$ cat config.mk
export PLATFORM = sky130hd
export DESIGN_NAME = irq_arbiter
export DESIGN_NICKNAME = d
export VERILOG_FILES = /design/src/rtl/irq_pkg.sv /design/src/rtl/irq_lvl_enc.sv /design/src/rtl/irq_pick.sv /design/src/rtl/irq_arbiter.sv
export SDC_FILE = /design/constraint.sdc
export NUM_CORES = 1
export LEC_CHECK = 0
export ABC_AREA = 1
export BUFFER_PORTS_ARGS = -buffer_cell sky130_fd_sc_hd__buf_2
export CAP_MARGIN = 20
export CORE_MARGIN = 4
export CORE_UTILIZATION = 55
export CTS_BUF_LIST = sky130_fd_sc_hd__clkbuf_16
export CTS_CLUSTER_DIAMETER = 80
export DETAILED_ROUTE_END_ITERATION = 7
export PLACE_DENSITY = 0.78
export SLEW_MARGIN = 40
export SYNTH_ARGS = -nofsm -noshare
export SYNTH_HDL_FRONTEND = slang
export SYNTH_SLANG_ARGS = --single-unit
$ cat constraint.sdc
create_clock -name clk -period 5.6 [get_ports clk]
set_clock_uncertainty 0.15 [all_clocks]
set_input_delay 0.28 -clock clk [delete_from_list [all_inputs] [get_ports clk]]
set_output_delay 0.28 -clock clk [all_outputs]
set_load 0.1 [all_outputs]
$ cat src/rtl/irq_pkg.sv
package irq_pkg;

    localparam int NUM_CLS = 7;

    typedef enum logic [2:0] {
        CLS_TLZ  = 3'd0,
        CLS_HSM  = 3'd1,
        CLS_IVEC = 3'd2,
        CLS_CPUQ = 3'd3,
        CLS_DEVQ = 3'd4,
        CLS_RERR = 3'd5,
        CLS_SOFT = 3'd6
    } irq_cls_e;

    typedef enum logic [2:0] {
        TRAP_NONE   = 3'd0,
        TRAP_TLZ    = 3'd1,
        TRAP_HSTICK = 3'd2,
        TRAP_CPUQ   = 3'd3,
        TRAP_DEVQ   = 3'd4,
        TRAP_LEVEL  = 3'd5,
        TRAP_RERR   = 3'd6
    } trap_e;

endpackage

$ cat src/rtl/irq_lvl_enc.sv
// Highest-set-level search over the soft-interrupt register.
module irq_lvl_enc #(
    parameter int SOFT_W = 17,
    parameter int LVL_W  = 4
) (
    input  logic [SOFT_W-1:0] vec,
    output logic [LVL_W-1:0]  top_lvl,
    output logic              others_set
);
    localparam int MAX_LVL = (1 << LVL_W) - 1;
    localparam int TOP     = (SOFT_W - 1 < MAX_LVL) ? SOFT_W - 1 : MAX_LVL;

    logic [SOFT_W-1:0] lvl_bits;
    logic [SOFT_W-1:0] rest_bits;

    always_comb begin
        lvl_bits = '0;
        top_lvl  = '0;
        for (int i = 0; i < SOFT_W; i++) begin
            if (vec[i] && i >= 1 && i <= TOP) begin
                lvl_bits[i] = 1'b1;
                top_lvl     = LVL_W'(i);
            end
        end
        rest_bits = lvl_bits;
        rest_bits[top_lvl] = 1'b0;
        others_set = |rest_bits;
    end
endmodule

$ cat src/rtl/irq_pick.sv
// Mode-dependent priority selection.
module irq_pick
    import irq_pkg::*;
#(
    parameter int LVL_W    = 4,
    parameter int IVEC_LVL = 6
) (
    input  logic [NUM_CLS-1:0] pend,
    input  logic               hpriv,
    input  logic               ie,
    input  logic               tlz_en,
    input  logic               tl_zero,
    input  logic               hintp0,
    input  logic [LVL_W-1:0]   soft_lvl,
    input  logic               soft_others,
    input  logic [LVL_W-1:0]   pil,
    output logic [NUM_CLS-1:0] clr,
    output trap_e              trap,
    output logic [LVL_W-1:0]   lvl
);
    localparam logic [LVL_W-1:0] IVEC_AT = LVL_W'(IVEC_LVL);

    logic soft_hit;

    always_comb begin
        clr      = '0;
        trap     = TRAP_NONE;
        lvl      = '0;
        soft_hit = 1'b0;
        if (hpriv) begin
            if (ie) begin
                if (pend[CLS_HSM] && hintp0) begin
                    clr[CLS_HSM] = 1'b1;
                    trap         = TRAP_HSTICK;
                end else if (pend[CLS_IVEC]) begin
                    clr[CLS_IVEC] = 1'b1;
                end
            end
        end else begin
            if (pend[CLS_TLZ] && tlz_en && tl_zero) begin
                clr[CLS_TLZ] = 1'b1;
                trap         = TRAP_TLZ;
            end else if (pend[CLS_HSM] && hintp0) begin
                clr[CLS_HSM] = 1'b1;
                trap         = TRAP_HSTICK;
            end else if (ie) begin
                if (pend[CLS_CPUQ]) begin
                    clr[CLS_CPUQ] = 1'b1;
                    trap          = TRAP_CPUQ;
                end else if (pend[CLS_DEVQ]) begin
                    clr[CLS_DEVQ] = 1'b1;
                    trap          = TRAP_DEVQ;
                end else begin
                    if (pend[CLS_SOFT]) begin
                        if (soft_lvl < IVEC_AT && pend[CLS_IVEC]) begin
                            clr[CLS_IVEC] = 1'b1;
                            soft_hit      = 1'b1;
                        end else if (soft_lvl > pil) begin
                            clr[CLS_SOFT] = !soft_others;
                            trap          = TRAP_LEVEL;
                            lvl           = soft_lvl;
                            soft_hit      = 1'b1;
                        end
                    end
                    if (!soft_hit && pend[CLS_RERR]) begin
                        clr[CLS_RERR] = 1'b1;
                        trap          = TRAP_RERR;
                    end
                end
            end
        end
    end
endmodule

$ cat src/rtl/irq_arbiter.sv
module irq_arbiter
    import irq_pkg::*;
#(
    parameter int SOFT_W   = 17,
    parameter int LVL_W    = 4,
    parameter int TL_W     = 3,
    parameter int CNT_W    = 8,
    parameter int IVEC_LVL = 6
) (
    input  logic              clk,
    input  logic              rst,
    input  logic              post_vld,
    input  logic [2:0]        post_cls,
    input  logic              take,
    input  logic              hpriv,
    input  logic              ie,
    input  logic              tlz_en,
    input  logic [TL_W-1:0]   tl,
    input  logic              hintp0,
    input  logic [SOFT_W-1:0] softint,
    input  logic [LVL_W-1:0]  pil,
    output logic              any_pend,
    output logic              post_err,
    output logic              res_vld,
    output logic [2:0]        res_trap,
    output logic [LVL_W-1:0]  res_lvl
);
    localparam logic [2:0]       CLS_LIMIT = 3'(NUM_CLS);
    localparam logic [CNT_W-1:0] CNT_MAX   = '1;

    typedef struct packed {
        logic [NUM_CLS-1:0] pend;
        logic [CNT_W-1:0]   cnt;
        logic               rvld;
        trap_e              rtrap;
        logic [LVL_W-1:0]   rlvl;
        logic               perr;
    } state_t;

    state_t s_d, s_q;

    logic [LVL_W-1:0]   soft_lvl;
    logic               soft_others;
    logic [NUM_CLS-1:0] pick_clr;
    trap_e              pick_trap;
    logic [LVL_W-1:0]   pick_lvl;
    logic               cls_ok;
    logic               inc_d, dec_d;

    irq_lvl_enc #(.SOFT_W(SOFT_W), .LVL_W(LVL_W)) u_enc (
        .vec        (softint),
        .top_lvl    (soft_lvl),
        .others_set (soft_others)
    );

    irq_pick #(.LVL_W(LVL_W), .IVEC_LVL(IVEC_LVL)) u_pick (
        .pend        (s_q.pend),
        .hpriv       (hpriv),
        .ie          (ie),
        .tlz_en      (tlz_en),
        .tl_zero     (tl == '0),
        .hintp0      (hintp0),
        .soft_lvl    (soft_lvl),
        .soft_others (soft_others),
        .pil         (pil),
        .clr         (pick_clr),
        .trap        (pick_trap),
        .lvl         (pick_lvl)
    );

    always_comb begin
        s_d    = s_q;
        cls_ok = post_cls < CLS_LIMIT;
        inc_d  = post_vld && cls_ok;
        dec_d  = take && (|pick_clr);

        s_d.rvld  = take;
        s_d.perr  = post_vld && !cls_ok;
        s_d.rtrap = take ? pick_trap : TRAP_NONE;
        s_d.rlvl  = take ? pick_lvl : '0;

        // take first, then the post
        if (take) begin
            s_d.pend = s_q.pend & ~pick_clr;
        end
        if (inc_d) begin
            s_d.pend[post_cls] = 1'b1;
        end

        unique case ({inc_d, dec_d})
            2'b10:   if (s_q.cnt != CNT_MAX) s_d.cnt = s_q.cnt + 1'b1;
            2'b01:   if (s_q.cnt != '0)      s_d.cnt = s_q.cnt - 1'b1;
            default: s_d.cnt = s_q.cnt;
        endcase
    end

    always_ff @(posedge clk) begin
        if (rst) begin
            s_q <= '0;
        end else begin
            s_q <= s_d;
        end
    end

    assign any_pend = s_q.cnt != '0;
    assign post_err = s_q.perr;
    assign res_vld  = s_q.rvld;
    assign res_trap = s_q.rtrap;
    assign res_lvl  = s_q.rlvl;
endmodule

==> results of run 1 <==
[flip-flops by register name (all words and copies together), names as in the netlist]
| register | flops |
|---|---|
| res_lvl | 4 |
| res_trap | 3 |
| s_q | 15 |
| post_err | 1 |
| res_vld | 1 |
[report_power, final]
part	leakage [nW]	switching, mW	internal [mW]
sequential	0.196	0.00670	0.178
clock	0.0385	0.0593	0.0954
combinational	0.919	0.0746	0.0362
[stage by stage]
stage,instances,util (%)
after global routing,386,66.3
after CTS,386,66.3
after detailed placement,382,64.0
final,386,66.3
after global placement,382,64.0
after floorplan,304,-
[area by class of cell]
cell class | instances | area [sq um] | share of cell area (%)
Clock inverter | 1 | 3.75 | 0.164
Multi-Input combinational cell | 214 | 1240 | 54.5
Sequential cell | 24 | 480 | 21.0
Inverter | 56 | 211 | 9.26
Timing Repair Buffer | 42 | 210 | 9.21
Tap cell | 46 | 57.6 | 2.52
Clock buffer | 3 | 75.1 | 3.29
[layout by cell type (no fill, tap or decap), types with 2 or more instances in the layout]
cell type / synthesis / layout
sky130_fd_sc_hd__o211ai_1: 2 / 2
sky130_fd_sc_hd__o21ai_1: 5 / 5
sky130_fd_sc_hd__o21a_1: 2 / 2
sky130_fd_sc_hd__nand2_2: 5 / 5
sky130_fd_sc_hd__o21ai_0: 7 / 7
sky130_fd_sc_hd__nor2_2: 5 / 5
sky130_fd_sc_hd__nor3_1: 3 / 3
sky130_fd_sc_hd__nor3_2: 2 / 2
sky130_fd_sc_hd__a21oi_2: 3 / 3
sky130_fd_sc_hd__nand3_4: 2 / 2
sky130_fd_sc_hd__clkbuf_16: 0 / 3
sky130_fd_sc_hd__nand3_1: 17 / 17
sky130_fd_sc_hd__o31ai_1: 2 / 2
sky130_fd_sc_hd__a21oi_1: 14 / 14
sky130_fd_sc_hd__nand2_4: 6 / 6
sky130_fd_sc_hd__dfxtp_1: 24 / 24
sky130_fd_sc_hd__inv_1: 46 / 46
sky130_fd_sc_hd__nand3_2: 5 / 5
sky130_fd_sc_hd__ha_1: 10 / 10
sky130_fd_sc_hd__nor4_1: 2 / 2
sky130_fd_sc_hd__nor2_1: 34 / 34
sky130_fd_sc_hd__nand2_1: 59 / 59
sky130_fd_sc_hd__xnor2_1: 2 / 2
sky130_fd_sc_hd__buf_2: 0 / 42
sky130_fd_sc_hd__inv_2: 9 / 9
sky130_fd_sc_hd__nand4_1: 16 / 16
[critical path, delay by kind of cell]
family,cells,cell delay [ps]
compound gates,6,830
buf+inv,6,570
fa+ha+maj,2,440
simple gates,32,2520
[cell families (layout without fill, tap and decap cells)]
| family | count (synthesis) | after routing | synth area share (%) |
|---|---|---|---|
| compound gates | 42 | 42 | 12.8 |
| xor+xnor | 3 | 3 | 1.31 |
| fa+ha+maj | 11 | 11 | 7.23 |
| buf+inv | 66 | 102 | 14.1 |
| flops | 24 | 24 | 23.9 |
| simple gates | 158 | 158 | 40.6 |
[per-layer routing]
metal | wire, microns | part of all wire (%) | global-route usage, %
met4 | 32 | 0.74 | 4.71
met3 | 223 | 5.2 | 2.96
met5 | 0 | 0 | 0
met1 | 1970 | 46 | 24.9
met2 | 2070 | 48 | 34.3
[worst max path at each step]
stage / end / cells after the start / startpoint / slack [ps]
3_3_place_gp: s_q[16]$_SDFFE_PP0P_ / 46 / softint[2] / 820
4_1_cts: s_q[16]$_SDFFE_PP0P_ / 46 / softint[2] / 970
3_5_place_dp: s_q[16]$_SDFFE_PP0P_ / 46 / softint[2] / 730
2_1_floorplan: s_q[16]$_SDFFE_PP0P_ / 45 / softint[2] / 1500
6_report: s_q[16]$_SDFFE_PP0P_ / 46 / softint[2] / 970
5_1_grt: s_q[16]$_SDFFE_PP0P_ / 47 / softint[2] / 370
==> results, run 1 <==
- The number of different library cells used by synthesis comes to 39.
- For this design the static power due to leakage is 1.15 nW.
- In the synthesized netlist the dominant register cell turns out to be sky130_fd_sc_hd__dfxtp_1.
- The launch instance of the worst register-to-register path is s_q[18]$_SDFF_PP0_.
- After synthesis, the mean cell area works out to 6.61 sq um.
- Counting flops with a built-in enable in the synthesized netlist gives 0.
- The placed instances occupy a cell area of 0.00220 sq mm.
- Subtracting the final worst setup slack from the clock period gives 4630 ps.
- Counting along the longest clock path gives a buffer depth of 2.
- Summed over all failing endpoints, the final setup total negative slack is 0 ps.
- Hold repair after CTS inserted 0 buffers.
- In the synthesized netlist, the cells that appear most often are 59 x sky130_fd_sc_hd__nand2_1, 46 x sky130_fd_sc_hd__inv_1, 34 x sky130_fd_sc_hd__nor2_1.
- The global routing usage summed across all routing layers is 19.6%.
- The total of max-cap violations is 0.
- Setup slack on the critical path of the routed design comes to 966 ps.
- On the final layout, the worst hold slack is 170 ps.
- The placeable core region is 0.00344 sq mm.
- The startpoint of the worst hold path is hpriv.
- For this block, the routed nets add up to 4300 microns of wire.
- The hold path endpoint is res_trap[0]$_SDFF_PP0_.
- Buffers placed on the I/O ports in this run total 42.
- The final total power is 450 uW.
- Setup slack on the worst reg-to-reg path comes out at 1830 ps.
- The TritonCTS clock tree is built.
- The tree built by TritonCTS fans out to 24 sinks.
- Counting instances, the worst hold path has a depth of 3.
- Among the stages of the critical path, the cell type that occurs most often is sky130_fd_sc_hd__nand2_1.
- The largest net degree at the start of global routing is 14.
- The clock reaches the later pin of the worst-skew pair after 250 ps.
- The effective utilization at floorplan is 58.3%.
- The horizontal die dimension is 68.4 microns.
- The proportion of synthesized flip-flops having asynchronous set or reset is 0%.
- Setup repair after global routing left no endpoint under its margin.
- The post-DP HPWL is 3450 microns.
- The first detailed-routing pass ran for 5 iterations.
- The average wire length per cell after detail routing is 11.1 microns.
- The end of the worst register-to-register path is s_q[16]$_SDFFE_PP0P_.
- For the pin with the worst max-slew slack, the measured transition is 490 ps.
- The required time reported for the critical path endpoint is 5600 ps.
- The initial antenna violation count is 0.
- The flow ran to the end, and the final reports show no timing, DRC or antenna violations.
- The total standard cell area after synthesis is 0.00201 sq mm.
- The slowest cell on the critical path is sky130_fd_sc_hd__a32oi_1.
- The share of synthesized area occupied by flip-flops and latches is 23.9%.
- The delay of the slowest cell on the worst path is 270 ps.
- The share of the clock period used by the worst path after layout is 82.7%.
- The total of cells resized after clock tree synthesis is 0.
- The total via count after detailed routing is 2005.
- Among all cell types in the netlist, the one instantiated most often is sky130_fd_sc_hd__nand2_1.
- After synthesis, the cell types taking the most area are sky130_fd_sc_hd__dfxtp_1 24%, sky130_fd_sc_hd__nand2_1 11%, sky130_fd_sc_hd__inv_1 8.6%.
- The layout cell share with drive strength beyond 1 is 25.0%.
- 45 I/O pins were placed.
- In this run the number of H-tree levels came out at 1.
- The leading area contributor after synthesis is sky130_fd_sc_hd__dfxtp_1.
- The die covers 0.00468 sq mm.
- The power density relative to cell area is 197 mW/mm^2.
- From bottom edge to top edge, the die measures 68.4 microns.
- The number of buffers added by the clock tree synthesis step is 3.
- The category of the most critical setup path is in -> reg.
- The CTS clock-pin slew for the worst setup and hold paths is 60 ps.
- The count of buffers added by post-CTS timing repair for setup is 0.
- In the routed layout, each cell is associated on average with a via count of 5.19.
- The number of storage elements in the synthesis netlist is 24.
- After global routing the overflow that remains totals 0.
- Yosys printed 0 warnings.
- The timing-limited maximum frequency is 0.216 GHz.
- The sort of element at the start of the critical path is a primary input.
- The layout has 351 filler cells.
- The number of remaining DRC errors is 0.
- The final number of setup-violating endpoints is 0.
- The relative max-transition margin is 67.5%.
- The max-slew violation count was 0.
- The share of synthesized area in the top cell type comes to 23.9%.
- The placer congestion estimate is 0.825.
- The synthesized instance count is 304.
- The wire length of the first global-routing pass is 7150 microns.
- In the final design database the tool counted 387 nets.
- The hold violation count in the final report is 0.
- The path class of the tightest hold or removal check is in -> reg.
- The number of nets produced by synthesis is 350.
- The cell at the root of the clock tree is sky130_fd_sc_hd__clkbuf_16.
- STA classifies the critical path endpoint as a flop.
- The repair_antennas step left the layout with diodes totalling 0.
- The post-placement worst setup slack is 727 ps.
- For the worst flop-to-flop path, the logic depth is 28.
- The first-iteration detailed-routing DRC count is 79.
- The detail route stage leaves a number of antenna-violating nets equal to 0.
- The data arrival at the endpoint of the critical path is 4640 ps.
- The initialized floorplan defines 21 standard-cell rows.
- The number of global-route vias before repair is 1752.
- The final cell area excluding filler cells is 0.00228 sq mm.
- The area growth from synthesis to layout is 13.7%.
- Along the worst path, the maximum fanout reaches 7.
- The worst ir drop on vdd is 0.000193 V.
Power figures use the tool's default switching activity.
==> run 2: changes to the inputs <==
--- a/config.mk
+++ b/config.mk
@@ -9,11 +9,11 @@
 export BUFFER_PORTS_ARGS = -buffer_cell sky130_fd_sc_hd__buf_2
 export CAP_MARGIN = 20
 export CORE_MARGIN = 4
-export CORE_UTILIZATION = 55
+export CORE_UTILIZATION = 49
 export CTS_BUF_LIST = sky130_fd_sc_hd__clkbuf_16
 export CTS_CLUSTER_DIAMETER = 80
 export DETAILED_ROUTE_END_ITERATION = 7
-export PLACE_DENSITY = 0.78
+export PLACE_DENSITY = 0.73
 export SLEW_MARGIN = 40
 export SYNTH_ARGS = -nofsm -noshare
 export SYNTH_HDL_FRONTEND = slang
==> constraint.sdc (replaced) <==
create_clock -name clk -period 4.1 [get_ports clk]
set_clock_uncertainty 0.15 [all_clocks]
set_input_delay 0.205 -clock clk [delete_from_list [all_inputs] [get_ports clk]]
set_output_delay 0.205 -clock clk [all_outputs]
set_load 0.1 [all_outputs]
==> results, run 2 (same netlist as run 1, synthesis figures left out) <==
- The register with the most flip-flops in the layout has 15 of them.
- In this run the number of H-tree levels came out at 1.
- The reg2reg setup slack is 480 ps.
- The startpoint identified for the worst hold timing path is hpriv.
- The most common cell after layout, fill and taps aside is sky130_fd_sc_hd__nand2_1.
- The category of the most critical setup path is in -> reg.
- The number of buffers added by the clock tree synthesis step is 3.
- The hold violation count in the final report is 0.
- The final setup slack of the worst path is 45.0 ps.
- The worst register-to-register path begins at s_q[18]$_SDFF_PP0_.
- The antenna diode count is 0.
- Once layout is complete, the utilization of the core stands at 67.9%.
- The slowest cell on the critical path is sky130_fd_sc_hd__ha_1.
- The detail route stage leaves a number of antenna-violating nets equal to 0.
- The post-DP HPWL is 3930 microns.
- Entering global routing, the biggest net connects 14 pins.
- Static timing analysis puts the maximum clock frequency at 0.247 GHz.
- The placed instance count is 427.
- The number of global-route vias before repair was 2013.
- The count of non-filler cells in the finished layout is 431.
- The number of remaining DRC errors is 0.
- The CTS clock-pin slew for the worst setup and hold paths is 60 ps.
- The number of primary I/O pins is 45.
- Setup violations remaining at the end of the flow were counted as 0.
- The worst hold slack is 86.7 ps.
- At the worst endpoint, the required time is 4110 ps.
- In this run, post-CTS hold repair placed 0 buffers.
- Across the VDD grid, the largest voltage drop is 0.000317 V.
- CTS saw 24 sinks.
- STA classifies the critical path endpoint as a flop.
- The worst setup path is launched from a primary input.
- The placeable core region is 0.00397 sq mm.
- Summed over all cells, the static leakage comes to 1.36 nW.
- Wires add up to 5120 microns.
- Data arrives at the worst endpoint at 4060 ps.
- The first global-routing pass estimated 8210 microns of wire.
- The average wire length per cell after detail routing is 11.9 microns.
- The worst hold path terminates at res_trap[0]$_SDFF_PP0_.
- The delay of the slowest cell on the worst path is 300 ps.
- The relative max-transition margin is 67.5%.
- In this run, the number of DRC markers left after iteration 0 of detailed routing was 116.
- The library cells used most frequently in the layout, excluding fill and tap cells, are 52 x sky130_fd_sc_hd__nand2_1, 41 x sky130_fd_sc_hd__inv_1, 41 x sky130_fd_sc_hd__buf_2, 41 x sky130_fd_sc_hd__buf_4, 32 x sky130_fd_sc_hd__nor2_1.
- The cell at the root of the clock tree is sky130_fd_sc_hd__clkbuf_16.
- In the global route stage, overall resource usage came out at 19.6%.
- The final cell area excluding filler cells is 0.00270 sq mm.
- The count of cells along the worst hold path is 3.
- The TritonCTS clock tree is built.
- After detailed placement, the total cell area comes to 0.00252 sq mm.
- The total of buffers placed on input and output ports is 42.
- Measured along the x axis, the die boundary spans 72.0 microns.
- The most flop-heavy register is s_q.
- For this run, the detailed router's first-pass iteration total came to 4.
- The post-placement worst setup slack is -216 ps.
- Setup repair after global routing could not meet its margin everywhere.
- The deepest clock path buffer count is 2.
- After routing, the total negative slack on setup checks comes to 0 ps.
- The relative area change from synthesis to final layout is 34.3%.
- The net count of the finished layout is 428.
- The share of the clock period used by the worst path after layout is 98.9%.
- Once the floorplan was initialized, standard cells occupied 50.6% of the core.
- The logic depth of the worst register-to-register path is 28.
- Dividing total power by cell area gives a power density of 242 mW/mm^2.
- In the final layout, the share of cells above drive strength 1 is 38.8%.
- In this run the critical register-to-register path is captured at s_q[16]$_SDFFE_PP0P_.
- The flow ran to the end, and the final reports show no timing, DRC or antenna violations.
- The placer congestion estimate is 0.949.
- The total of max-cap violations is 0.
- After layout, the minimum clock period comes to 4050 ps.
- Dividing the detail-routed via count by the number of cells gives 4.95.
- The overall overflow remaining after global route is 0.
- The final total power is 653 uW.
- The area enclosed by the die boundary is 0.00519 sq mm.
- In this run the worst hold path is classified as in -> reg.
- The initial antenna violation count is 0.
- Of all nets on the critical path, the largest fanout is 3.
- The floorplan step set the die height to 72.0 microns.
- For the pin with the worst max-slew slack, the measured transition is 490 ps.
- The clock reaches the later pin of the worst-skew pair after 260 ps.
- After floorplanning, the core was divided into 23 placement rows.
- For this block, the via count after detailed routing is 2135.
- Buffers added to address setup during post-CTS repair amount to 0.
- The filler cell count in the final layout is 356.
- The max-slew violation count is 0.
-- run 2: changes by cell type in the layout (fill, tap and decap cells not counted), sizes merged --
cell	previous run	this run
clkinv	2	3
inv	55	54
buf	42	83
-- run 2: area by class of cell --
type	count	area (sq um)	share of cell area [%]
well taps	50	62.6	2.32
clock inverters	1	3.75	0.139
repair buffers	83	528	19.6
clock buffers	3	75.1	2.78
inverters	56	221	8.21
flip-flops and latches	24	480	17.8
multi-input cells	214	1330	49.1
-- run 2: where the power goes --
group / switching (mW) / total (mW) / internal [mW] / leakage, nW
combinational: 0.115 / 0.190 / 0.0753 / 1.12
sequential: 0.0100 / 0.253 / 0.243 / 0.196
clock: 0.0797 / 0.210 / 0.130 / 0.0385
-- run 2: layer usage --
metal	global-route usage (%)	routed length (microns)	vias to the layer above
met5	0	0	-
met4	6.05	53	0
met3	3.19	224	5
met2	35.9	2640	52
met1	23.3	2210	939
li1	-	-	1139
-- run 2: what timing repair did --
action,CTS,global route
resized for setup,0,32
setup endpoints to repair,0,4
hold endpoints to repair,0,0
-- run 2: worst max-delay path by stage --
stage / slack, ps / end / start / cells after the start
2_1_floorplan: 80 / s_q[16]$_SDFFE_PP0P_ / softint[2] / 45
3_3_place_gp: -80 / s_q[16]$_SDFFE_PP0P_ / softint[2] / 46
3_5_place_dp: -220 / s_q[16]$_SDFFE_PP0P_ / softint[2] / 46
4_1_cts: 30 / s_q[16]$_SDFFE_PP0P_ / softint[2] / 46
5_1_grt: -340 / s_q[16]$_SDFFE_PP0P_ / softint[2] / 47
6_report: 50 / s_q[16]$_SDFFE_PP0P_ / softint[2] / 38
-- run 2: worst max-delay path, delay by kind of cell --
| family | cells | cell delay, ps |
|---|---|---|
| and+or+nand+nor | 23 | 2000 |
| buffers and inverters | 6 | 500 |
| adders and majority gates | 2 | 500 |
| AOI/OAI and AO/OA | 7 | 840 |
